===== config.mk =====
export PLATFORM = sky130hd
export DESIGN_NAME = cosirq_ctrl
export DESIGN_NICKNAME = d
export VERILOG_FILES = /design/src/rtl/cos_pkg.sv /design/src/rtl/cos_in_sync.sv /design/src/rtl/cos_flag_bank.sv /design/src/rtl/cos_regfile.sv /design/src/rtl/cosirq_ctrl.sv
export SDC_FILE = /design/constraint.sdc
export NUM_CORES = 1
export LEC_CHECK = 0
export ABC_AREA = 1
export ABC_CLOCK_PERIOD_IN_PS = 1500
export BUFFER_PORTS_ARGS = -buffer_cell sky130_fd_sc_hd__clkbuf_2
export CAP_MARGIN = 20
export CORE_MARGIN = 2
export CORE_UTILIZATION = 45
export DETAILED_ROUTE_END_ITERATION = 7
export SLEW_MARGIN = 20
export SYNTH_ARGS = -nofsm -noshare
export SYNTH_HDL_FRONTEND = slang
export SYNTH_HIERARCHICAL = 1
export SYNTH_SLANG_ARGS = --single-unit

===== constraint.sdc =====
create_clock -name clk -period 1.5 [get_ports clk]
set_input_delay 0.3 -clock clk [delete_from_list [all_inputs] [get_ports clk]]
set_output_delay 0.3 -clock clk [all_outputs]
set_load 0.02 [all_outputs]

===== src/rtl/cos_pkg.sv =====
// Shared sizing and register offsets for the change-of-state controller.
// Assumes six groups of eight pins behind a 3-bit offset window.
package cos_pkg;
    localparam int GROUP_W     = 8;
    localparam int NUM_GROUPS  = 6;
    localparam int NUM_PINS    = GROUP_W * NUM_GROUPS;
    localparam int ADDR_W      = 3;
    localparam int HALF_GROUPS = NUM_GROUPS / 2;
    localparam logic [ADDR_W-1:0] GAP_OFS    = ADDR_W'(HALF_GROUPS);
    localparam logic [ADDR_W-1:0] STATUS_OFS = ADDR_W'(NUM_GROUPS + 1);
endpackage


===== src/rtl/cos_in_sync.sv =====
// Two-flop synchronizer plus one history stage per pin. Flags a change on
// any line whose synchronized value differs from the value one clock earlier.
// Assumes the pins may be fully asynchronous to clk.
module cos_in_sync #(
    parameter int W = cos_pkg::NUM_PINS
) (
    input  logic         clk,
    input  logic         rst_n,
    input  logic [W-1:0] pins_i,
    output logic [W-1:0] sync_o,
    output logic [W-1:0] chg_o
);
    logic [W-1:0] meta_q, sync_q, hist_q;

    // Capture pins into the synchronizer chain and keep one cycle of history.
    always_ff @(posedge clk) begin
        if (!rst_n) begin
            meta_q <= '0;
            sync_q <= '0;
            hist_q <= '0;
        end else begin
            meta_q <= pins_i;
            sync_q <= meta_q;
            hist_q <= sync_q;
        end
    end

    // Flag lines whose value moved between the last two samples.
    always_comb begin
        sync_o = sync_q;
        chg_o  = sync_q ^ hist_q;
    end
endmodule


===== src/rtl/cos_flag_bank.sv =====
// Per-group sticky change flags. A group flag sets when any line of an
// enabled group changes; a clear request drops the old flags, but a change
// in the same cycle still sets its flag. Assumes chg_i is one cycle wide.
module cos_flag_bank #(
    parameter int NG = cos_pkg::NUM_GROUPS,
    parameter int GW = cos_pkg::GROUP_W
) (
    input  logic            clk,
    input  logic            rst_n,
    input  logic [NG*GW-1:0] chg_i,
    input  logic [NG-1:0]   en_i,
    input  logic            clr_i,
    output logic [NG-1:0]   flags_o
);
    logic [NG-1:0] grp_chg, set_v, flags_q;

    // Reduce each group's line changes to one bit and gate by its enable.
    for (genvar g = 0; g < NG; g++) begin : g_grp
        assign grp_chg[g] = |chg_i[g*GW +: GW];
        assign set_v[g]   = grp_chg[g] & en_i[g];
    end

    // Hold flags, clear on request, and let new changes win over the clear.
    always_ff @(posedge clk) begin
        if (!rst_n) flags_q <= '0;
        else        flags_q <= (clr_i ? '0 : flags_q) | set_v;
    end

    assign flags_o = flags_q;

    a_r4_enabled_change_sets: assert property (@(posedge clk) disable iff (!rst_n)
        (|set_v) |=> ((flags_q & $past(set_v)) == $past(set_v)));
    a_r4_no_spurious_flag: assert property (@(posedge clk) disable iff (!rst_n)
        1'b1 |=> ((flags_q & ~$past(flags_q) & ~$past(grp_chg & en_i)) == '0));
    a_r7_clear_keeps_new: assert property (@(posedge clk) disable iff (!rst_n)
        clr_i |=> (flags_q == $past(set_v)));
endmodule


===== src/rtl/cos_regfile.sv =====
// Byte register window: six input bytes with a gap at the middle offset,
// and a status/enable location at the last offset. Owns the enable mask and
// issues the flag clear on a status read. Assumes rd_i and wr_i are exclusive.
module cos_regfile
    import cos_pkg::*;
#(
    parameter int NG = NUM_GROUPS,
    parameter int GW = GROUP_W
) (
    input  logic             clk,
    input  logic             rst_n,
    input  logic [ADDR_W-1:0] addr_i,
    input  logic             rd_i,
    input  logic             wr_i,
    input  logic [7:0]       wdata_i,
    input  logic [NG*GW-1:0] sync_i,
    input  logic [NG-1:0]    flags_i,
    output logic [NG-1:0]    en_o,
    output logic             clr_o,
    output logic [7:0]       rdata_o
);
    localparam int PAD_W = 8 - NG - 1;

    logic [NG-1:0] en_q;
    logic          wr_en;
    logic          unused_wbits;

    assign wr_en        = wr_i && (addr_i == STATUS_OFS);
    assign clr_o        = rd_i && (addr_i == STATUS_OFS);
    assign unused_wbits = ^wdata_i[7:NG];

    // Load the group enable mask on a write to the status offset.
    always_ff @(posedge clk) begin
        if (!rst_n)     en_q <= '0;
        else if (wr_en) en_q <= wdata_i[NG-1:0];
    end

    // Select the byte addressed: a group, the gap, or the status byte.
    always_comb begin
        rdata_o = '0;
        if (addr_i == STATUS_OFS) begin
            rdata_o = {{PAD_W{1'b0}}, ~(|flags_i), flags_i};
        end else begin
            for (int g = 0; g < NG; g++) begin
                if (addr_i == ADDR_W'(g + ((g >= HALF_GROUPS) ? 1 : 0)))
                    rdata_o = sync_i[g*GW +: GW];
            end
        end
    end

    assign en_o = en_q;

    a_r3_enable_load: assert property (@(posedge clk) disable iff (!rst_n)
        (wr_i && addr_i == STATUS_OFS) |=> (en_o == $past(wdata_i[NG-1:0])));
    a_r3_enable_hold: assert property (@(posedge clk) disable iff (!rst_n)
        !(wr_i && addr_i == STATUS_OFS) |=> $stable(en_o));
    a_r2_gap_zero: assert property (@(posedge clk) disable iff (!rst_n)
        (addr_i == GAP_OFS) |-> (rdata_o == 8'h00));
endmodule


===== src/rtl/cosirq_ctrl.sv =====
// Top of the change-of-state interrupt controller: synchronizes 48 pins,
// latches per-group change flags for enabled groups and raises irq_o while
// any flag is held. Assumes one bus access per strobe cycle.
module cosirq_ctrl
    import cos_pkg::*;
(
    input  logic                 clk,
    input  logic                 rst_n,
    input  logic [ADDR_W-1:0]    addr_i,
    input  logic                 rd_i,
    input  logic                 wr_i,
    input  logic [7:0]           wdata_i,
    output logic [7:0]           rdata_o,
    input  logic [NUM_PINS-1:0]  pins_i,
    output logic                 irq_o
);
    logic [NUM_PINS-1:0]   sync_v, chg_v;
    logic [NUM_GROUPS-1:0] en_v, flags_v;
    logic                  clr_v;

    cos_in_sync #(.W(NUM_PINS)) u_sync (
        .clk    (clk),
        .rst_n  (rst_n),
        .pins_i (pins_i),
        .sync_o (sync_v),
        .chg_o  (chg_v)
    );

    cos_flag_bank #(.NG(NUM_GROUPS), .GW(GROUP_W)) u_flags (
        .clk     (clk),
        .rst_n   (rst_n),
        .chg_i   (chg_v),
        .en_i    (en_v),
        .clr_i   (clr_v),
        .flags_o (flags_v)
    );

    cos_regfile #(.NG(NUM_GROUPS), .GW(GROUP_W)) u_regs (
        .clk     (clk),
        .rst_n   (rst_n),
        .addr_i  (addr_i),
        .rd_i    (rd_i),
        .wr_i    (wr_i),
        .wdata_i (wdata_i),
        .sync_i  (sync_v),
        .flags_i (flags_v),
        .en_o    (en_v),
        .clr_o   (clr_v),
        .rdata_o (rdata_o)
    );

    // Raise the request while any group flag is held.
    assign irq_o = |flags_v;

    a_r5_pending_low: assert property (@(posedge clk) disable iff (!rst_n)
        (addr_i == STATUS_OFS) |-> (rdata_o[6] == !irq_o && rdata_o[7] == 1'b0));
    a_r8_irq_drops: assert property (@(posedge clk) disable iff (!rst_n)
        (rd_i && addr_i == STATUS_OFS && !(|(chg_v))) |=> !irq_o);
    a_r9_quiet_when_disabled: assert property (@(posedge clk) disable iff (!rst_n)
        (en_v == '0 && !irq_o) |=> !irq_o);
endmodule


==> key figures <==
Routing
  – Total iterations of the first detailed-routing run: 4
  – Initial drt markers: 288
  – Via density: 4.10
  – Drt drc: 0
  – DRT antenna net count: 0
  – Via count: 4821
  – Detailed Route WL: 11800 um
  – WL/cell: 10.1 um

Outcome
  – Failing checks: setup timing
  – Status: finished with violations

Setup path
  – Slowest CP cell: dfxtp_2
  – Cell Chain, Critical Path: nand3_2 > o21ai_1 > nor2_1 > nand4_1 > clkbuf_8
  – Crit. End Element: output pin
  – Worst-path fanout max: 4
  – Critical path arrival: 1.40 ns
  – Crit Path Category: register to output pin
  – Worst path max stage delay: 0.34 ns
  – CP Buf/Inv Count: 1
  – Crit-path leading delay family: simple AND/OR/NAND/NOR gates
  – Worst Path Required: 1.20 ns
  – Startpoint types: register

Timing
  – Clock skew: 0.00989 ns
  – Worst rel slew slack: 78.3%
  – Post-route setup slack: -0.202 ns
  – Setup violators final: 9
  – Tmin final: 1.70 ns
  – Final Hold Fails: 0
  – Setup TNS: -1.24 ns
  – Slew Viols, Final: 0
  – RSZ-0062 raised after global routing: yes
  – Tcrit/Tclk final: 113%
  – F_max: 588 MHz
  – Worst-Margin Slew: 0.324 ns

Logic synthesis
  – Post-synth top cells: nand2_1, inv_1, dfxtp_1, nor2_1, nand3_1
  – Number of synthesized flops with an enable pin: 0
  – Synth area leaders: dfxtp_1, nand2_1, inv_1, nor2_1, buf_6
  – Syn_nets: 955
  – Warnings from Yosys: 6
  – Cells after synthesis: 892
  – Share of flip-flops with an asynchronous set or reset: 0%
  – Syn avg cell area: 6.83 um2
  – Cell area after synthesis: 0.00609 mm2
  – Most common cell in the synthesized netlist: nand2_1
  – Post-synth cell types: 18
  – Synth area leader: dfxtp_1
  – Number of synthesized register bits: 156
  – Main synth FF type: dfxtp_1
  – Register area share after synthesis: 51.3%
  – Yosys top cell area share: 51.3%

Placed design
  – DPL Wire Length: 8220 um
  – I/O Buffers: 69
  – DP Area: 0.00664 mm2
  – Cells after DPL: 1133
  – GPL Wtd Cong: 0.932

Finish
  – Final core occ: 56.9%
  – Share of cells above drive strength 1: 18.9%
  – Layout area overhead: 23.8%
  – Final std cells w/o fill: 1175
  – Fillers: 1298
  – Antenna cells: 0
  – Nets: 1049
  – Layout Cell Area excl Fill: 0.00754 mm2

Pwr
  – Pleak: 4.36 nW
  – Maximum VDD drop: 0.847 mV
  – Pwr dens: 1230 mW/mm2
  – Overall Power: 0.00930 W

Clocking
  – Clock root buffer: clkbuf_16
  – Clk sinks: 156
  – Clock Path Buffers: 2
  – CTS tree: yes
  – Worst-Skew Late Latency: 0.43 ns
  – Reg clk slew, reported paths: 0.06 ns
  – CTS H-tree lvls: 4
  – Total CTS buffers: 17

GRT
  – Global route overflow: 0
  – Largest net degree at the start of global routing: 63
  – GRT Resource Usage Total: 17.4%
  – Vias in the first global route: 4296
  – Antenna violations before repair: 0
  – First-pass GRT wire length: 19500 um

Floorplanning
  – Core ar.: 0.0132 mm2
  – Die Area: 0.0145 mm2
  – Cell Rows: 42
  – IO Pins: 72
  – Starting Density: 46.0%
  – Die extent in y: 120 um
  – Die Wd: 120 um

Job
  – Number of max-cap violations: 0

Hold path
  – HP Class: primary input to register
==> report_power, final <==
part	total (W)	switching, W	internal (W)
Combinational	0.000680	0.000383	0.000297
Clock	0.00420	0.00169	0.00251
Sequential	0.00442	0.000106	0.00432
Total	0.00930	0.00218	0.00712
==> worst reg2reg max path: stages (launching register included) <==
cell and delay (ns):
dfxtp_4 0.37, buf_4 0.12, inv_1 0.04, nand2_1 0.05, nand2_1 0.05, nor2_1 0.11
nand2_1 0.10, o21ai_1 0.17, a21oi_1 0.08
==> worst paths after layout <==
check | startpoint | endpoint | slack (ns) | depth (start not counted)
worst max register to register | u_sync/sync_o[5] | u_flags/flags_o[0] | 0.31 | 8
worst min register to register | u_sync/meta_q[3] | u_sync/sync_o[3] | 0.41 | 2
worst min-delay path | pins_i[8] | u_sync/meta_q[8] | 0.05 | 3
worst max-delay path | u_sync/sync_o[0] | rdata_o[0] | -0.20 | 5
==> cell usage in the layout (no fill, tap or decap), drive strengths merged <==
cell type	Yosys	layout
a21oi	13	13
o211ai	1	1
nand4	12	12
clkinv	0	4
inv	267	269
dfxtp	156	156
nor3	2	2
buf	19	29
o21ai	18	18
nand2	323	323
and3	1	1
nor2	64	64
clkbuf	0	85
bufinv	0	2
clkinvlp	0	4
nand3	16	16
==> layer usage <==
| layer | GRT usage [%] | vias up | routed length [um] |
|---|---|---|---|
| met3 | 6.13 | 14 | 561 |
| met4 | 6.69 | 0 | 196 |
| met1 | 22.1 | 2048 | 5830 |
| met5 | 0 | - | 0 |
| li1 | - | 2675 | - |
| met2 | 27.2 | 84 | 5230 |
==> flip-flops by register name, indices dropped and copies added (netlist names) <==
| register | cells |
|---|---|
| u_flags/flags_o | 6 |
| u_sync/hist_q | 48 |
| u_regs/en_o | 6 |
| u_sync/sync_o | 48 |
| u_sync/meta_q | 48 |
==> stage by stage <==
stage          hold WS [ns]  setup WS [ns]
6_report             0.0483         -0.202
5_1_grt              0.0439         -0.263
4_1_cts              0.0273         -0.238
3_5_place_dp          0.397         -0.200
3_3_place_gp          0.395         -0.182
2_1_floorplan         0.390          0.118
==> cell type report <==
cell class              instances  area (um2)  area share [%]
flip-flops and latches        156        3170            42.0
clock buffers                  20         447            5.93
inverters                     267        1000            13.3
multi-input cells             450        1920            25.5
repair buffers                 94         642            8.51
well taps                     176         220            2.92
clock inverters                12         139            1.84
==> timing repair <==
item	4_1_cts	5_1_grt
resized for setup	63	32
hold buffers	0	0
setup endpoints to repair	8	9
setup buffers	10	0
pin swaps	21	11
==> cell families after synthesis <==
group	synth area share, %
AND/OR/NAND/NOR	27.0
buffers and inverters	19.0
flip-flops	51.3
AO/OA/AOI/OAI	2.67
No activity file was read; power rests on OpenSTA's default activity.
